$ cat src/rtl/wdtPkg.sv
package wdtPkg;
  // strobes from control to the counter datapath
  typedef struct packed {
    logic clear;
    logic inc;
  } wdtStrobeT;
endpackage

$ cat src/rtl/wdtDatapath.sv
module wdtDatapath
  import wdtPkg::*;
#(
  parameter int PERIOD_TICKS = 131072,
  parameter int CNT_W = $clog2(PERIOD_TICKS)
) (
  input  logic             clk,
  input  logic             rstN,
  input  wdtStrobeT        strobe,
  input  logic             kickIn,
  output logic [CNT_W-1:0] count
);
  always_ff @(posedge clk or negedge rstN) begin
    if (!rstN)             count <= '0;
    else if (strobe.clear) count <= '0;
    else if (strobe.inc)   count <= count + 1'b1;
  end

  a_r2_count_bounded: assert property (@(posedge clk) disable iff (!rstN)
    count <= CNT_W'(PERIOD_TICKS - 1));
  a_r3_kick_zero: assert property (@(posedge clk) disable iff (!rstN)
    kickIn |=> count == '0);
endmodule

$ cat src/rtl/wdtControl.sv
module wdtControl
  import wdtPkg::*;
#(
  parameter int PERIOD_TICKS = 131072,
  parameter int CNT_W = $clog2(PERIOD_TICKS)
) (
  input  logic             clk,
  input  logic             rstN,
  input  logic             tick,
  input  logic             kick,
  input  logic             irqClear,
  input  logic [CNT_W-1:0] countIn,
  output wdtStrobeT        strobe,
  output logic             irqQ,
  output logic             resetReqQ
);
  localparam int HALF = PERIOD_TICKS / 2;
  localparam logic [CNT_W-1:0] LAST = CNT_W'(PERIOD_TICKS - 1);
  localparam logic [CNT_W-1:0] WARN_PRE = CNT_W'(HALF - 1);
  localparam logic [CNT_W-1:0] WARN_AT = CNT_W'(HALF);

  logic atFull, warnHit;

  always_comb begin
    atFull       = tick && !kick && (countIn == LAST);
    warnHit      = tick && !kick && (countIn == WARN_PRE);
    strobe.clear = kick || atFull;
    strobe.inc   = tick && !strobe.clear;
  end

  always_ff @(posedge clk or negedge rstN) begin
    if (!rstN) begin
      irqQ      <= 1'b0;
      resetReqQ <= 1'b0;
    end else begin
      resetReqQ <= atFull;
      if (kick || atFull) irqQ <= 1'b0;
      else if (warnHit)   irqQ <= 1'b1;
      else if (irqClear)  irqQ <= 1'b0;
    end
  end

  a_r4_irq_at_half: assert property (@(posedge clk) disable iff (!rstN)
    $rose(irqQ) |-> countIn == WARN_AT);
  a_r5_kick_clears_irq: assert property (@(posedge clk) disable iff (!rstN)
    kick |=> !irqQ);
  a_r6_single_pulse: assert property (@(posedge clk) disable iff (!rstN)
    resetReqQ |=> !resetReqQ);
  a_r6_wrap_zero: assert property (@(posedge clk) disable iff (!rstN)
    resetReqQ |-> countIn == '0);
  a_r8_reset_drops_irq: assert property (@(posedge clk) disable iff (!rstN)
    resetReqQ |-> !irqQ);
endmodule

$ cat src/rtl/wdtTwoStage.sv
module wdtTwoStage
  import wdtPkg::*;
#(
  parameter int PERIOD_TICKS = 131072,
  localparam int CNT_W = $clog2(PERIOD_TICKS)
) (
  input  logic             clk,
  input  logic             rstN,
  input  logic             tick,
  input  logic             kick,
  input  logic             irqClear,
  output logic             irqOut,
  output logic             resetReq,
  output logic [CNT_W-1:0] countOut
);
  wdtStrobeT strobe;

  wdtControl #(.PERIOD_TICKS(PERIOD_TICKS), .CNT_W(CNT_W)) uCtrl (
    .clk(clk), .rstN(rstN), .tick(tick), .kick(kick), .irqClear(irqClear),
    .countIn(countOut), .strobe(strobe), .irqQ(irqOut), .resetReqQ(resetReq)
  );

  wdtDatapath #(.PERIOD_TICKS(PERIOD_TICKS), .CNT_W(CNT_W)) uDp (
    .clk(clk), .rstN(rstN), .strobe(strobe), .kickIn(kick), .count(countOut)
  );

  // a kick on the final tick never lets a reset request out
  a_r7_kick_beats_reset: assert property (@(posedge clk) disable iff (!rstN)
    kick |=> !resetReq);
endmodule

$ cat config.mk
export PLATFORM = sky130hd
export DESIGN_NAME = wdtTwoStage
export DESIGN_NICKNAME = d
export VERILOG_FILES = /design/src/rtl/wdtPkg.sv /design/src/rtl/wdtDatapath.sv /design/src/rtl/wdtControl.sv /design/src/rtl/wdtTwoStage.sv
export SDC_FILE = /design/constraint.sdc
export NUM_CORES = 1
export LEC_CHECK = 0
export ABC_AREA = 0
export CAP_MARGIN = 20
export CORE_MARGIN = 10
export CORE_UTILIZATION = 50
export CTS_BUF_LIST = sky130_fd_sc_hd__clkbuf_8
export DETAILED_ROUTE_END_ITERATION = 12
export PLACE_DENSITY = 0.85
export SLEW_MARGIN = 20
export SYNTH_ARGS = -nofsm -noshare
export SYNTH_HDL_FRONTEND = slang
export SYNTH_SLANG_ARGS = --single-unit
$ cat constraint.sdc
create_clock -name clk -period 2.4 [get_ports clk]
set_clock_uncertainty 0.2 [all_clocks]
set_input_delay 0.24 -clock clk [delete_from_list [all_inputs] [get_ports clk]]
set_output_delay 0.24 -clock clk [all_outputs]
set_load 0.01 [all_outputs]
==> flow_summary.toml, run 1 <==
[logic_synthesis]
synth.distinct_cells = 26
syn-num-nets = 111
seq_area_frac_synth = 0.4744
syn_inst = 103
syn_avg_cell_area_um2 = 9.730
yosysWarningCount = 0
yosys_register_bits = 19
netlist_area_um2 = 1002

[floorplanning]
die_x_um = 64.77
dieArea_um2 = 4195
coreArea_um2 = 1942
rows = 16
die_h_um = 64.77
ios = 24
start_util = 0.5161

[routing]
dr_total_vias = 857
firstDrtPassIters = 4
ant_nets = 0
vias_per_cell = 5.390
wl_um = 2337
drtIter0Drc = 28
route.detailed.drc = 0
routedWlPerCell_um = 14.70

[grt]
grt_max_degree = 20
grt_pass1_vias = 892
grtUsageTotal = 0.1145
gr-total-overflow = 0
antenna_found_initial = 0
grt_pass1_wl_um = 3988

[critical_path]
arrival_ns = 2.18
rr_startpoint = "uDp.count[1]"
ff2ff_setup_slack_ns = 0.16
crit_end = "uDp.count[6]"
r2r_end = "uDp.count[6]"
worstPathRequired_ns = 2.34
path_common_cell = "nand2_1"
path_class = "flop to flop"
slowest_delay_ns = 0.41
crit_start = "uDp.count[1]"
cp_max_fo = 14
cpMaxStageDelayCell = "dfrtp_1"
cp_cell_sequence = "ha_1 > nand2_1 > nor3_2 > and3_1 > ha_2 > nand2_1 > nand2b_1 > buf_4 > nor2_1"
end_kind = "flop"
r2r_cells = 9
start_kind = "flop"

[layout]
finish.instance_area_um2 = 1326
fin_nets = 141
layout_common_cells = "23 x clkdlybuf4s50_1, 18 x dfrtp_1, 14 x nor2_1"
num_antenna_cells = 0
final_common_cell = "clkdlybuf4s50_1"
utilization = 0.6830
drive_gt1_frac = 0.1288
area_growth_pct = 32.33

[cts]
insertion_delay_ns = 0.25
cts_made_buffers = 3
cts_tree = "done"
ctsLongestPathBuffers = 2
htree_levels = 1
clk_pin_slew_worst_paths_ns = 0.07
clkSinkCount = 19
cts_root_buffer = "clkbuf_8"
cts_setup_buffers = 0

[pwr]
leakage_nw = 0.5312
max-vdd-ir-drop_mv = 0.3164
p_per_area_nw_per_um2 = 439.5
finalPower_w = 0.0005829

[worst_hold_path]
holdCritPathClass = "input pin to async pin"

[sta]
fin_ws_ns = 0.1584
min_period_ns = 2.242
slew_headroom = 0.7499
setup_violations = 0
slew_violations = 0
fmax_ghz = 0.4461
fin_tns_setup_ns = 0
post-route-period-util = 0.9340
worstMarginPinSlew_ns = 0.3748
hold_viol_final = 0

[placement]
placed_cell_area_um2 = 1271
globalplace.congestion = 0.8358
dp_hpwl_um = 1728
place.port_buffers = 23
dp_slack_ns = 0.04486

[outcome]
status = "completed"

[run]
cap_violations = 0
-- layer usage --
metal,part of all wire,GRT usage,wire length (um)
met5,0,0,0
met3,0.089,0.05155,209
met2,0.49,0.1995,1155
met4,0.015,0.04545,34
met1,0.40,0.1171,939
-- critical path, delay by kind of cell (launching register included) --
kind | cells | cell delay, ns
buffers and inverters | 1 | 0.21
adders and majority gates | 2 | 0.50
and+or+nand+nor | 6 | 0.81
DFF | 1 | 0.41
-- layout make-up --
| class | count | area [um^2] |
|---|---|---|
| repair buffers | 27 | 260.3 |
| flip-flops and latches | 19 | 476.7 |
| clock inverters | 1 | 5.005 |
| inverters | 5 | 18.77 |
| well taps | 27 | 33.78 |
| clock buffers | 3 | 41.29 |
| multi-input cells | 77 | 490.5 |
| fillers | 150 | 615.6 |
-- what timing repair did --
item	4_1_cts	5_1_grt
setup endpoints to repair	0	15
hold buffers	0	0
resized for setup	0	3
hold endpoints to repair	0	0
-- cell usage after synthesis, drive strengths merged --
| cell type | instances | area share |
|---|---|---|
| a21o | 1 | 0.0075 |
| a21oi | 6 | 0.030 |
| a22oi | 1 | 0.0075 |
| and3 | 2 | 0.012 |
| buf | 1 | 0.011 |
| clkbuf | 1 | 0.014 |
| dfrtp | 19 | 0.47 |
| ha | 3 | 0.037 |
| inv | 5 | 0.019 |
| nand2 | 9 | 0.034 |
| nand2b | 3 | 0.019 |
| nand3 | 2 | 0.010 |
| nand4 | 6 | 0.052 |
| nor2 | 17 | 0.071 |
| nor3 | 4 | 0.025 |
| nor4 | 6 | 0.044 |
| o2111ai | 1 | 0.0087 |
| o21ai | 3 | 0.015 |
| o311ai | 1 | 0.0087 |
| or3 | 2 | 0.012 |
| xnor2 | 6 | 0.052 |
| xor2 | 4 | 0.035 |
-- power by group --
| group | internal [W] | switching (W) | total [W] |
|---|---|---|---|
| sequential | 0.000323 | 0.00000370 | 0.000326 |
| clock | 0.000115 | 0.000101 | 0.000217 |
| combinational | 0.0000166 | 0.0000233 | 0.0000399 |
-- worst min-delay path by stage --
stage	endpoint	slack, ns	cells after the start
floorplan	uCtrl.irqQ	-0.26	0
global placement	uCtrl.irqQ	0.33	2
detailed placement	uCtrl.irqQ	0.32	2
CTS	uDp.count[8]	0.13	2
global route	uDp.count[8]	0.14	2
finish	uDp.count[8]	0.12	2
-- registers in the layout, summed over array words and instances (netlist names) --
register,cells
uCtrl.resetReqQ,1
uCtrl.irqQ,1
uDp.count,17
-- metrics by stage --
stage	hold WS (ns)	std cells
after floorplan	-0.2556	103
after global placement	0.3312	155
after detailed placement	0.3238	155
after CTS	0.1295	159
after global routing	0.1388	159
final	0.1249	159
-- kinds of logic after synthesis --
family          count (synthesis)  share of synthesized area
compound gates                 13                    0.07741
fa+ha+maj                       3                    0.03746
buf+inv                         7                    0.04369
simple gates                   51                     0.2796
flops                          19                     0.4744
xor+xnor                       10                    0.08739
Power figures use the tool's default switching activity.
==> run 2: changes to the inputs <==
- CORE_ASPECT_RATIO: not set -> 1.1
- CTS_CLUSTER_DIAMETER: not set -> 100
==> run 2 against run 1 <==
  * Global-route usage grew 0.96 points
  * Core utilization increased by 4.9 points
  * Routed wire length grew 12%
  * Maximum frequency decreased by 2.3%
  * Cell count rose by 0.63%
  * Critical path type unchanged
  * Largest power group unchanged
  * Highest routed layer unchanged
==> flow_summary.toml, run 2 (synthesis gave the netlist of run 1 again) <==
[grt]
use_met1 = 0.1302
antenna_found_initial = 0
use_met3 = 0.04515
grt_util_met2 = 0.2141
grt_max_degree = 20
gr-total-overflow = 0
grtUsageTotal = 0.1241
grt_pass1_wl_um = 4119
grt-busiest-layer = "met2"
grt_pass1_vias = 876

[cts]
insertion_delay_ns = 0.26
cts_made_buffers = 3
clk_pin_slew_worst_paths_ns = 0.07
ctsLongestPathBuffers = 2
cts_tree = "done"
clkSinkCount = 19
htree_levels = 1
cts_root_buffer = "clkbuf_8"

[layout]
drive_gt1_frac = 0.1353
regMostFlops = "uDp.count"
largest_reg_flops = 17
fin_nets = 142
utilization = 0.7317
fillerInstances = 146
final_common_cell = "clkdlybuf4s50_1"
top_regs = "uDp.count x17, uCtrl.irqQ x1, uCtrl.resetReqQ x1"
layout_common_cells = "23 x clkdlybuf4s50_1, 18 x dfrtp_1, 14 x nor2_1"
num_antenna_cells = 0
area_growth_pct = 34.46
stdcell_count = 160

[sta]
min_period_ns = 2.295
slew_headroom = 0.6585
fmax_ghz = 0.4356
setup_violations = 0
slew_violations = 0
hold_viol_final = 0
post-route-period-util = 0.9564
worstMarginPinSlew_ns = 0.5059

[floorplanning]
start_util = 0.5442
rows = 16
die_h_um = 66.96
ios = 24
die_x_um = 62.69
coreArea_um2 = 1842
dieArea_um2 = 4197

[critical_path]
path_class = "flop to flop"
start_kind = "flop"
arrival_ns = 2.24
cp_cell_sequence = "ha_2 > nand2_1 > nor3_2 > and3_1 > ha_2 > nand2_1 > nand2b_1 > buf_12 > nor2_1"
cp_max_fo = 13
slowest_delay_ns = 0.42
cpMaxStageDelayCell = "dfrtp_1"
end_kind = "flop"
worstPathRequired_ns = 2.35

[placement]
dp_hpwl_um = 1899
globalplace.congestion = 0.7993
placed_cells = 156
place.port_buffers = 23

[routing]
ant_nets = 0
dr_total_vias = 887
vias_per_cell = 5.544
firstDrtPassIters = 4
route.detailed.drc = 0
routedWlPerCell_um = 16.33
drtIter0Drc = 37
wl_um = 2613

[pwr]
p_per_area_nw_per_um2 = 438.7
max-vdd-ir-drop_mv = 0.3941
leakage_nw = 0.5395

[outcome]
status = "completed"

[run]
cap_violations = 0

[worst_hold_path]
holdCritPathClass = "input pin to async pin"
## run 2: cell count changes in the layout (fill, tap and decap cells not counted)
cell	change
buf_12	+1
ha_1	-1
clkinv_2	-1
ha_2	+1
inv_1	+1
## run 2: cell type report
class | count | area (um^2) | area share
Multi-Input combinational cell | 77 | 493.0 | 0.3658
Sequential cell | 19 | 476.7 | 0.3538
Timing Repair Buffer | 28 | 280.3 | 0.2080
Clock buffer | 3 | 41.29 | 0.03064
Tap cell | 27 | 33.78 | 0.02507
Inverter | 5 | 18.77 | 0.01393
Clock inverter | 1 | 3.754 | 0.002786
## run 2: worst paths after layout
path,start,endpoint,slack [ns],cells past startpoint
max,uDp.count[1],uDp.count[3],0.10,9
min,rstN,uDp.count[11],0.10,2
max reg2reg,uDp.count[1],uDp.count[3],0.10,9
min reg2reg,uCtrl.irqQ,uCtrl.irqQ,0.34,2
max in group asynchronous,rstN,uDp.count[0],1.68,2
min in group clk,uCtrl.irqQ,uCtrl.irqQ,0.34,2
## run 2: metal layers
metal / vias up / wire length (um)
li1: 422 / -
met1: 420 / 1026
met2: 36 / 1328
met3: 9 / 191
met4: 0 / 66
met5: - / 0
## run 2: repair_timing
action                                  4_1_cts  5_1_grt
hold endpoints to repair                      0        0
buffers inserted                              0        0
hold buffers                                  0        0
gates resized for setup                       0        4
endpoints found under the setup margin        0       17
## run 2: worst max-delay path, delay by kind of cell, from the launching register on
kind,cells,cell delay (ns)
and+or+nand+nor,6,0.88
DFF,1,0.42
buffers and inverters,1,0.16
adders and majority gates,2,0.51
## run 2: where the power goes
part,total [W],switching (W),leakage [nW],internal [W]
sequential,0.000327,0.00000408,0.263,0.000323
clock,0.000220,0.000106,0.0269,0.000114
combinational,0.0000446,0.0000245,0.250,0.0000201
## run 2: metrics by stage
stage	cell area, um^2	power (W)	setup TNS (ns)	hold WS (ns)	setup slack [ns]
after floorplan	1002	0.0003499	0	-0.2556	0.2463
final	1348	0.0005912	0	0.1029	0.1046
after detailed placement	1291	0.0003772	0	0.3334	0.02103
after global placement	1291	0.0003751	0	0.3224	0.1937
after CTS	1336	0.0005951	0	0.1119	0.009801
after global routing	1348	0.0006125	-0.2147	0.1288	-0.02740
